`src/rtl/ddr_init_pkg.sv`:
```
package ddr_init_pkg;

  typedef enum logic [4:0] {
    ST_STAB,
    ST_NOP,
    ST_PRE1,
    ST_W_PRE1,
    ST_EMR,
    ST_W_EMR,
    ST_MR1,
    ST_W_MR1,
    ST_PRE2,
    ST_W_PRE2,
    ST_REF1,
    ST_W_REF1,
    ST_REF2,
    ST_W_REF2,
    ST_MR2,
    ST_W_MR2,
    ST_DONE
  } init_state_e;

  // {cs_n, ras_n, cas_n, we_n}
  localparam logic [3:0] CMD_NOP = 4'b0111;
  localparam logic [3:0] CMD_PRE = 4'b0010;
  localparam logic [3:0] CMD_REF = 4'b0001;
  localparam logic [3:0] CMD_LMR = 4'b0000;

  localparam int ALL_BANK_BIT = 10;
  localparam int DLL_RST_BIT  = 8;

endpackage

```
`src/rtl/ddr_init_down_cnt.sv`:
```
module ddr_init_down_cnt #(
  parameter int W       = 8,
  parameter int RST_VAL = 0
) (
  input  logic         clk,
  input  logic         rst,
  input  logic         load,
  input  logic [W-1:0] load_val,
  output logic         zero
);

  logic [W-1:0] cnt_q;

  always_ff @(posedge clk) begin
    if (rst)               cnt_q <= W'(RST_VAL);
    else if (load)         cnt_q <= load_val;
    else if (cnt_q != '0)  cnt_q <= cnt_q - 1'b1;
  end

  assign zero = (cnt_q == '0);

endmodule

```
`src/rtl/ddr_init_cmd_enc.sv`:
```
module ddr_init_cmd_enc
  import ddr_init_pkg::*;
#(
  parameter int ADDR_W = 13,
  parameter int BA_W   = 2
) (
  input  init_state_e       state,
  input  logic [ADDR_W-1:0] cfg_mode,
  input  logic              cfg_reduced_drive,
  output logic              cke,
  output logic              cs_n,
  output logic              ras_n,
  output logic              cas_n,
  output logic              we_n,
  output logic [ADDR_W-1:0] addr,
  output logic [BA_W-1:0]   ba
);

  logic [3:0]        cmd;
  logic [ADDR_W-1:0] mode_set, mode_clr, ext_val, pre_val;

  always_comb begin
    mode_set = cfg_mode;
    mode_set[DLL_RST_BIT] = 1'b1;
    mode_clr = cfg_mode;
    mode_clr[DLL_RST_BIT] = 1'b0;
    ext_val = '0;
    ext_val[1] = cfg_reduced_drive;
    pre_val = '0;
    pre_val[ALL_BANK_BIT] = 1'b1;
  end

  always_comb begin
    cmd  = CMD_NOP;
    addr = '0;
    ba   = '0;
    unique case (state)
      ST_PRE1, ST_PRE2: begin cmd = CMD_PRE; addr = pre_val; end
      ST_REF1, ST_REF2: cmd = CMD_REF;
      ST_EMR:           begin cmd = CMD_LMR; addr = ext_val; ba = BA_W'(1); end
      ST_MR1:           begin cmd = CMD_LMR; addr = mode_set; end
      ST_MR2:           begin cmd = CMD_LMR; addr = mode_clr; end
      default:          cmd = CMD_NOP;
    endcase
  end

  assign cke = (state != ST_STAB);
  assign {cs_n, ras_n, cas_n, we_n} = cmd;

endmodule

```
`src/rtl/ddr_init_seq.sv`:
```
module ddr_init_seq
  import ddr_init_pkg::*;
#(
  parameter int ADDR_W = 13,
  parameter int BA_W   = 2,
  parameter int T_STAB = 25000,
  parameter int T_RP   = 3,
  parameter int T_MRD  = 2,
  parameter int T_RFC  = 10,
  parameter int T_DLL  = 200
) (
  input  logic              clk,
  input  logic              rst,
  input  logic [ADDR_W-1:0] cfg_mode,
  input  logic              cfg_reduced_drive,
  input  logic              cfg_refresh_first,
  input  logic              cfg_final_load,
  output logic              cke,
  output logic              cs_n,
  output logic              ras_n,
  output logic              cas_n,
  output logic              we_n,
  output logic [ADDR_W-1:0] addr,
  output logic [BA_W-1:0]   ba,
  output logic              init_done,
  output logic              read_allowed
);

  localparam int MAX_A  = (T_STAB > T_DLL) ? T_STAB : T_DLL;
  localparam int MAX_B  = (T_RFC > T_RP) ? T_RFC : T_RP;
  localparam int MAX_C  = (MAX_B > T_MRD) ? MAX_B : T_MRD;
  localparam int MAX_V  = (MAX_A > MAX_C) ? MAX_A : MAX_C;
  localparam int CNT_W  = $clog2(MAX_V + 1);
  localparam logic [CNT_W-1:0] LD_RP  = CNT_W'(T_RP - 2);
  localparam logic [CNT_W-1:0] LD_MRD = CNT_W'(T_MRD - 2);
  localparam logic [CNT_W-1:0] LD_RFC = CNT_W'(T_RFC - 2);
  localparam logic [CNT_W-1:0] LD_DLL = CNT_W'(T_DLL - 1);

  init_state_e      state_q, state_d;
  logic             gap_load, gap_zero;
  logic [CNT_W-1:0] gap_val;
  logic             dll_load, dll_zero, dll_armed_q;
  init_state_e      after_mr1, after_pre2, after_ref2, tail;

  always_comb begin
    tail       = cfg_final_load ? ST_MR2 : ST_DONE;
    after_mr1  = cfg_refresh_first ? ST_REF1 : ST_PRE2;
    after_pre2 = cfg_refresh_first ? tail : ST_REF1;
    after_ref2 = cfg_refresh_first ? ST_PRE2 : tail;
  end

  always_comb begin
    state_d  = state_q;
    gap_load = 1'b0;
    gap_val  = '0;
    unique case (state_q)
      ST_STAB:   if (gap_zero) state_d = ST_NOP;
      ST_NOP:    state_d = ST_PRE1;
      ST_PRE1:   begin gap_load = 1'b1; gap_val = LD_RP;  state_d = ST_W_PRE1; end
      ST_W_PRE1: if (gap_zero) state_d = ST_EMR;
      ST_EMR:    begin gap_load = 1'b1; gap_val = LD_MRD; state_d = ST_W_EMR; end
      ST_W_EMR:  if (gap_zero) state_d = ST_MR1;
      ST_MR1:    begin gap_load = 1'b1; gap_val = LD_MRD; state_d = ST_W_MR1; end
      ST_W_MR1:  if (gap_zero) state_d = after_mr1;
      ST_PRE2:   begin gap_load = 1'b1; gap_val = LD_RP;  state_d = ST_W_PRE2; end
      ST_W_PRE2: if (gap_zero) state_d = after_pre2;
      ST_REF1:   begin gap_load = 1'b1; gap_val = LD_RFC; state_d = ST_W_REF1; end
      ST_W_REF1: if (gap_zero) state_d = ST_REF2;
      ST_REF2:   begin gap_load = 1'b1; gap_val = LD_RFC; state_d = ST_W_REF2; end
      ST_W_REF2: if (gap_zero) state_d = after_ref2;
      ST_MR2:    begin gap_load = 1'b1; gap_val = LD_MRD; state_d = ST_W_MR2; end
      ST_W_MR2:  if (gap_zero) state_d = ST_DONE;
      default:   state_d = ST_DONE;
    endcase
  end

  always_ff @(posedge clk) begin
    if (rst) state_q <= ST_STAB;
    else     state_q <= state_d;
  end

  ddr_init_down_cnt #(.W(CNT_W), .RST_VAL(T_STAB - 1)) u_gap (
    .clk(clk), .rst(rst), .load(gap_load), .load_val(gap_val), .zero(gap_zero)
  );

  assign dll_load = (state_q == ST_MR1);

  ddr_init_down_cnt #(.W(CNT_W), .RST_VAL(0)) u_dll (
    .clk(clk), .rst(rst), .load(dll_load), .load_val(LD_DLL), .zero(dll_zero)
  );

  always_ff @(posedge clk) begin
    if (rst)           dll_armed_q <= 1'b0;
    else if (dll_load) dll_armed_q <= 1'b1;
  end

  ddr_init_cmd_enc #(.ADDR_W(ADDR_W), .BA_W(BA_W)) u_enc (
    .state(state_q), .cfg_mode(cfg_mode), .cfg_reduced_drive(cfg_reduced_drive),
    .cke(cke), .cs_n(cs_n), .ras_n(ras_n), .cas_n(cas_n), .we_n(we_n),
    .addr(addr), .ba(ba)
  );

  assign init_done    = (state_q == ST_DONE);
  assign read_allowed = init_done && dll_armed_q && dll_zero;

endmodule

```
`config.mk`:
```
export PLATFORM = sky130hd
export DESIGN_NAME = ddr_init_seq
export DESIGN_NICKNAME = d
export VERILOG_FILES = /design/src/rtl/ddr_init_pkg.sv /design/src/rtl/ddr_init_down_cnt.sv /design/src/rtl/ddr_init_cmd_enc.sv /design/src/rtl/ddr_init_seq.sv
export SDC_FILE = /design/constraint.sdc
export NUM_CORES = 1
export LEC_CHECK = 0
export CORE_MARGIN = 10
export CORE_UTILIZATION = 50
export CTS_CLUSTER_SIZE = 12
export DETAILED_ROUTE_END_ITERATION = 16
export GPL_TIMING_DRIVEN = 0
export MAX_ROUTING_LAYER = met4
export PLACE_DENSITY = 0.77
export SYNTH_ARGS = -nofsm -noshare
export SYNTH_HDL_FRONTEND = slang
export SYNTH_SLANG_ARGS = --single-unit
```
`constraint.sdc`:
```
create_clock -name clk -period 4.2 [get_ports clk]
set_input_delay 0.42 -clock clk [delete_from_list [all_inputs] [get_ports clk]]
set_output_delay 0.42 -clock clk [all_outputs]
set_load 0.02 [all_outputs]
```
==> reports/metrics.cfg, run 1 <==
[drt]
routed-via-count=1980
first_pass_iters=4
drt-wirelength-per-cell_microns=14.2
drt-initial-drc-count=85
drt_wl_total_microns=4970
route.detailed.drc=0
final_antenna_net_count=0
drt-vias-per-instance=5.64

[cts]
htreeDepth=2
clockBufferDepth=2
cts-root-buf=clkbuf_8
cts_buffers=5
path_clk_slew_ns=0.07
post_cts.repair.setup_buffers=0
cts-hold-fix-buffers=0
insertion_delay_ns=0.28
cts_resized=0
tritoncts=built
cts.sinks=36

[sta]
setup_viol=0
period_minus_slack_ns=2.80
relSlewSlack_pct=41.4
fin_setup_tns_ns=0
setup_slack_ns=1.40
skew_ns=0.00678
hold_viol_final=0
rsz0062_at_grt=no
tightestPinTransition_ns=0.870
period_share_pct=66.6
fmax_mhz=358
drv_slew=0

[yosys]
synth_warnings=0
ys_seq_elements=36
yosysUniqueCellTypes=57
synth-edff-count=0
async_flop_share_pct=0
synth_area_sq_um=2120
postSynthAreaPerCell_sq_um=8.30
synth-main-ff-cell=dfxtp_1
ys_seq_area_share_pct=33.9
postSynthCellCount=256

[setup_path]
end_kind=output pin
crit_family=buffers and inverters
arrival_ns=2.38
required_ns=3.78
crit_fanout=10
crit_cells=5
crit_chain=clkbuf_1 > nor3_1 > nor2_1 > inv_1 > clkdlybuf4s50_1
slowest_delay_ns=0.65
crit_type=reg -> out
reg2reg_depth=7
slowest_stage=clkdlybuf4s50_1
critical_path_buf_inv_count=3
critPathLaunchType=flop

[global_routing]
grt-ovfl-total=0
grt_max_degree=11
grt_pass1_vias=1864
track_usage_pct=14.2
antenna_found_initial=0
grt_pass1_wl_microns=8500

[floorplan]
initial_core_util_pct=52.4
die_x_microns=85.2
rows=23
design.portCount=40
core-area_sq_um=4060
die_h_microns=85.2
fp.dieArea_sq_um=7260

[placed_design]
io_buffers=36
dp_hpwl_microns=3920
place.gp.congestion=0.929
post-place-ws_ns=1.69

[power_and_ir_drop]
swShare_pct=35.2
p_sw_uw=403
pwr-share-comb_pct=36.8
vdd_drop_max_uv=430
p_int_uw=740
power_frac_seq_pct=41.2
power_density_nw_per_um2=433
power_frac_clock_pct=22.1
leakage_uw=0.00100

[outcome]
status=completed

[cells_and_area]
regArea_sq_um=721
syn_to_final_growth_pct=24.3
multi_input_area_sq_um=1300
nFillCells=364
diodes=0
layout-drive-gt1-share_pct=9.30
layout.nets=320

[min_path]
hp-class=reg -> reg
whs_path_depth=2

[job]
cap_violations=0

synthesized netlist by cell type, drive strengths merged, types with 3 or more instances:
cell type  instances  area, sq um
nor3              13         65.1
or3b               3         26.3
xnor2             10         87.6
a21o               4         30.0
clkbuf             7         26.3
and2              11         68.8
xor2              10         87.6
nor2b              3         18.8
inv               11         41.3
nor2              24         92.6
or3                3         18.8
o21bai             4         30.0
or4                4         38.8
nand2             21         78.8
dfxtp             36          721
a21oi             15         75.1
nor4              10         92.6
o21ai              4         20.0
nand2b             6         37.5
nand4              5         31.3
nor3b              3         22.5
a31oi              3         18.8
and3               4         25.0
buf                7         43.8
per-stage QoR:
stage / power [uW] / util, % / instances / cell area, sq um / hold slack (ns)
2_1_floorplan: 813 / - / 257 / 2130 / 0.408
3_3_place_gp: 887 / 62.9 / 343 / 2550 / 0.414
3_5_place_dp: 898 / 62.9 / 343 / 2550 / 0.457
4_1_cts: 1150 / 65.1 / 351 / 2640 / 0.467
5_1_grt: 1240 / 65.1 / 351 / 2640 / 0.492
6_report: 1140 / 65.1 / 351 / 2640 / 0.463
final timing paths:
path                                 from  slack (ns)                      endpoint
max               state_q[1]$_SDFFE_PP0P_        1.40                         ras_n
min reg2reg  u_dll.cnt_q[14]$_SDFFE_PP0P_        0.46  u_dll.cnt_q[14]$_SDFFE_PP0P_
min          u_dll.cnt_q[14]$_SDFFE_PP0P_        0.46  u_dll.cnt_q[14]$_SDFFE_PP0P_
max reg2reg   u_dll.cnt_q[0]$_SDFFE_PP0P_        2.18  u_dll.cnt_q[10]$_SDFFE_PP0P_
layout make-up:
cell class,count,area share [%]
inverters,11,1.56
well taps,50,2.37
plain buffers,14,2.65
multi-input cells,196,49.1
repair buffers,36,13.6
flip-flops and latches,36,27.3
clock buffers,8,3.41
metal layers:
layer	share of wire (%)	GRT usage, %
met3	4.9	3.73
met5	0	-
met1	43	16.5
met4	0.86	3.74
met2	52	23.5
tightest hold or removal path, cell delays in order, from the launching register on:
cell	delay, ns
dfxtp_1	0.31
inv_1	0.06
a311oi_1	0.04
layout by cell type, fill, tap and decap left out, drive strengths merged, types with 11 or more instances in the layout:
cell and n:
a21oi 15, and2 11, clkbuf 15, clkdlybuf4s50 36, dfxtp 36, inv 11
nand2 21, nor2 24, nor3 13
power groups by stage:
stage	combinational (uW)	clock [uW]	sequential [uW]
global placement	412	0	475
CTS	423	258	470
floorplan	349	0	464
finish	420	252	470
detailed placement	421	0	477
global route	488	272	479
cell families after synthesis:
kind of cell	synth area share, %
flip-flops	33.9
AO/OA/AOI/OAI	17.6
XOR/XNOR	8.24
buffers and inverters	5.24
AND/OR/NAND/NOR	33.2
adder cells (fa/ha/maj)	1.65
other	0.177
state kept, by name, indices dropped and copies added, names as in the netlist:
register,count
dll_armed_q,1
state_q,5
u_dll.cnt_q,15
u_gap.cnt_q,15
No activity file was read; power rests on OpenSTA's default activity.
==> run 2, diff against run 1 <==
- clock period: 4.2 -> 2.86 ns (I/O delays scaled with it)
==> run 2 against run 1 <==
Net effect:
- first-iteration DRC count grew 19%
- sequential power grew 47%
- clock skew grew 0.0014 ns
- worst hold slack is the same
- sequential share of layout area shrank 0.077 points
- routed wire length grew 0.22%
- critical path type unchanged
- register-to-register slack lost 1.3 ns
- die area is the same
- largest power group unchanged
- final cell count is the same
==> reports/metrics.cfg, run 2 (synthesis gave the netlist of run 1 again) <==
[power_and_ir_drop]
leakage_uw=0.00100
power_uw=1680
vdd_drop_max_uv=632
power_density_nw_per_um2=634

[floorplan]
core-area_sq_um=4060
initial_core_util_pct=52.4
fp.dieArea_sq_um=7260
rows=23
die_h_microns=85.2
die_x_microns=85.2
design.portCount=40

[setup_path]
slowest_delay_ns=0.61
required_ns=2.57
critPathMostFrequentCell=and3_1
slowest_stage=clkdlybuf4s50_1
end_kind=output pin
arrival_ns=2.32
crit_chain=nor4_4 > and2_1 > and3_1 > and3_1 > clkdlybuf4s50_1
crit_type=reg -> out
critPathLaunchType=flop
crit_fanout=7

[cts]
cts-root-buf=clkbuf_8
cts-hold-fix-buffers=0
clockBufferDepth=2
cts.sinks=36
cts_resized=0
insertion_delay_ns=0.29
tritoncts=built
htreeDepth=2
cts_buffers=5
path_clk_slew_ns=0.07
post_cts.repair.setup_buffers=0

[sta]
fin_setup_tns_ns=0
rsz0062_at_grt=no
period_minus_slack_ns=2.60
tightestPinTransition_ns=0.870
relSlewSlack_pct=41.4
period_share_pct=91.0
setup_viol=0
hold_viol_final=0
skew_ns=0.00817
drv_slew=0
fmax_mhz=384

[drt]
routed-via-count=1948
first_pass_iters=4
final_antenna_net_count=0
wl_met2_microns=2570
drt-vias-per-instance=5.55
route.detailed.drc=0
drt-initial-drc-count=101
drt_wl_total_microns=4980
top_layer=met4
drt-wirelength-per-cell_microns=14.2
wl_met3_microns=179
wl_met1_microns=2190

[global_routing]
grt-ovfl-total=0
grt_pass1_vias=1864
track_usage_pct=14.2
grt_pass1_wl_microns=8500
grt_max_degree=11
antenna_found_initial=0

[placed_design]
place.gp.congestion=0.929
dp_hpwl_microns=3920
io_buffers=36

[cells_and_area]
syn_to_final_growth_pct=24.7
layout-drive-gt1-share_pct=9.97
diodes=0
final_cell_mix=dfxtp_1, clkdlybuf4s50_1, nor2_1, nand2_1, a21oi_1
layout.nets=320
reg.largest.list=u_dll.cnt_q x15, u_gap.cnt_q x15, state_q x5

[min_path]
hp-class=reg -> reg

[job]
cap_violations=0

[outcome]
status=completed

run 2: power by group:
part	leakage [uW]	internal (uW)	switching, uW	total (uW)
combinational	0.000665	297	320	617
clock	0.0000455	197	176	373
sequential	0.000293	593	97.5	691
total	0.00100	1090	594	1680
run 2: worst max-delay path: cells and delay by family (launching register included):
family        cells  cell delay [ns]
flops             1             0.36
buf+inv           1             0.61
simple gates      4             1.06
run 2: path summary, 6_finish.rpt:
path / from / to / depth (start not counted) / slack, ns
setup reg to reg: u_dll.cnt_q[0]$_SDFFE_PP0P_ / u_dll.cnt_q[10]$_SDFFE_PP0P_ / 7 / 0.84
setup / recovery: u_dll.cnt_q[6]$_SDFFE_PP0P_ / read_allowed / 5 / 0.26
hold / removal: u_dll.cnt_q[14]$_SDFFE_PP0P_ / u_dll.cnt_q[14]$_SDFFE_PP0P_ / 2 / 0.46
hold reg to reg: u_dll.cnt_q[14]$_SDFFE_PP0P_ / u_dll.cnt_q[14]$_SDFFE_PP0P_ / 2 / 0.46
run 2: cell type report:
| class | count | area (sq um) |
|---|---|---|
| plain buffers | 14 | 70.1 |
| clock buffers | 8 | 90.1 |
| fillers | 360 | 1410 |
| inverters | 11 | 41.3 |
| multi-input cells | 196 | 1300 |
| flip-flops and latches | 36 | 721 |
| well taps | 50 | 62.6 |
| repair buffers | 36 | 360 |
run 2: per-stage QoR:
| stage | cells | cell area [sq um] | worst slack, ns | hold slack (ns) | util [%] |
|---|---|---|---|---|---|
| 6_report | 351 | 2650 | 0.257 | 0.463 | 65.3 |
| 4_1_cts | 351 | 2640 | 0.166 | 0.467 | 65.1 |
| 2_1_floorplan | 257 | 2130 | 1.01 | 0.408 | - |
| 3_5_place_dp | 343 | 2550 | 0.481 | 0.457 | 62.9 |
| 3_3_place_gp | 343 | 2550 | 0.473 | 0.414 | 62.9 |
| 5_1_grt | 351 | 2650 | 0.0584 | 0.492 | 65.3 |
run 2: metal layers:
metal  GRT usage [%]  vias up
met5               -        -
li1                -     1002
met2            23.5       27
met1            16.5      914
met3            3.73        5
met4            3.74        0
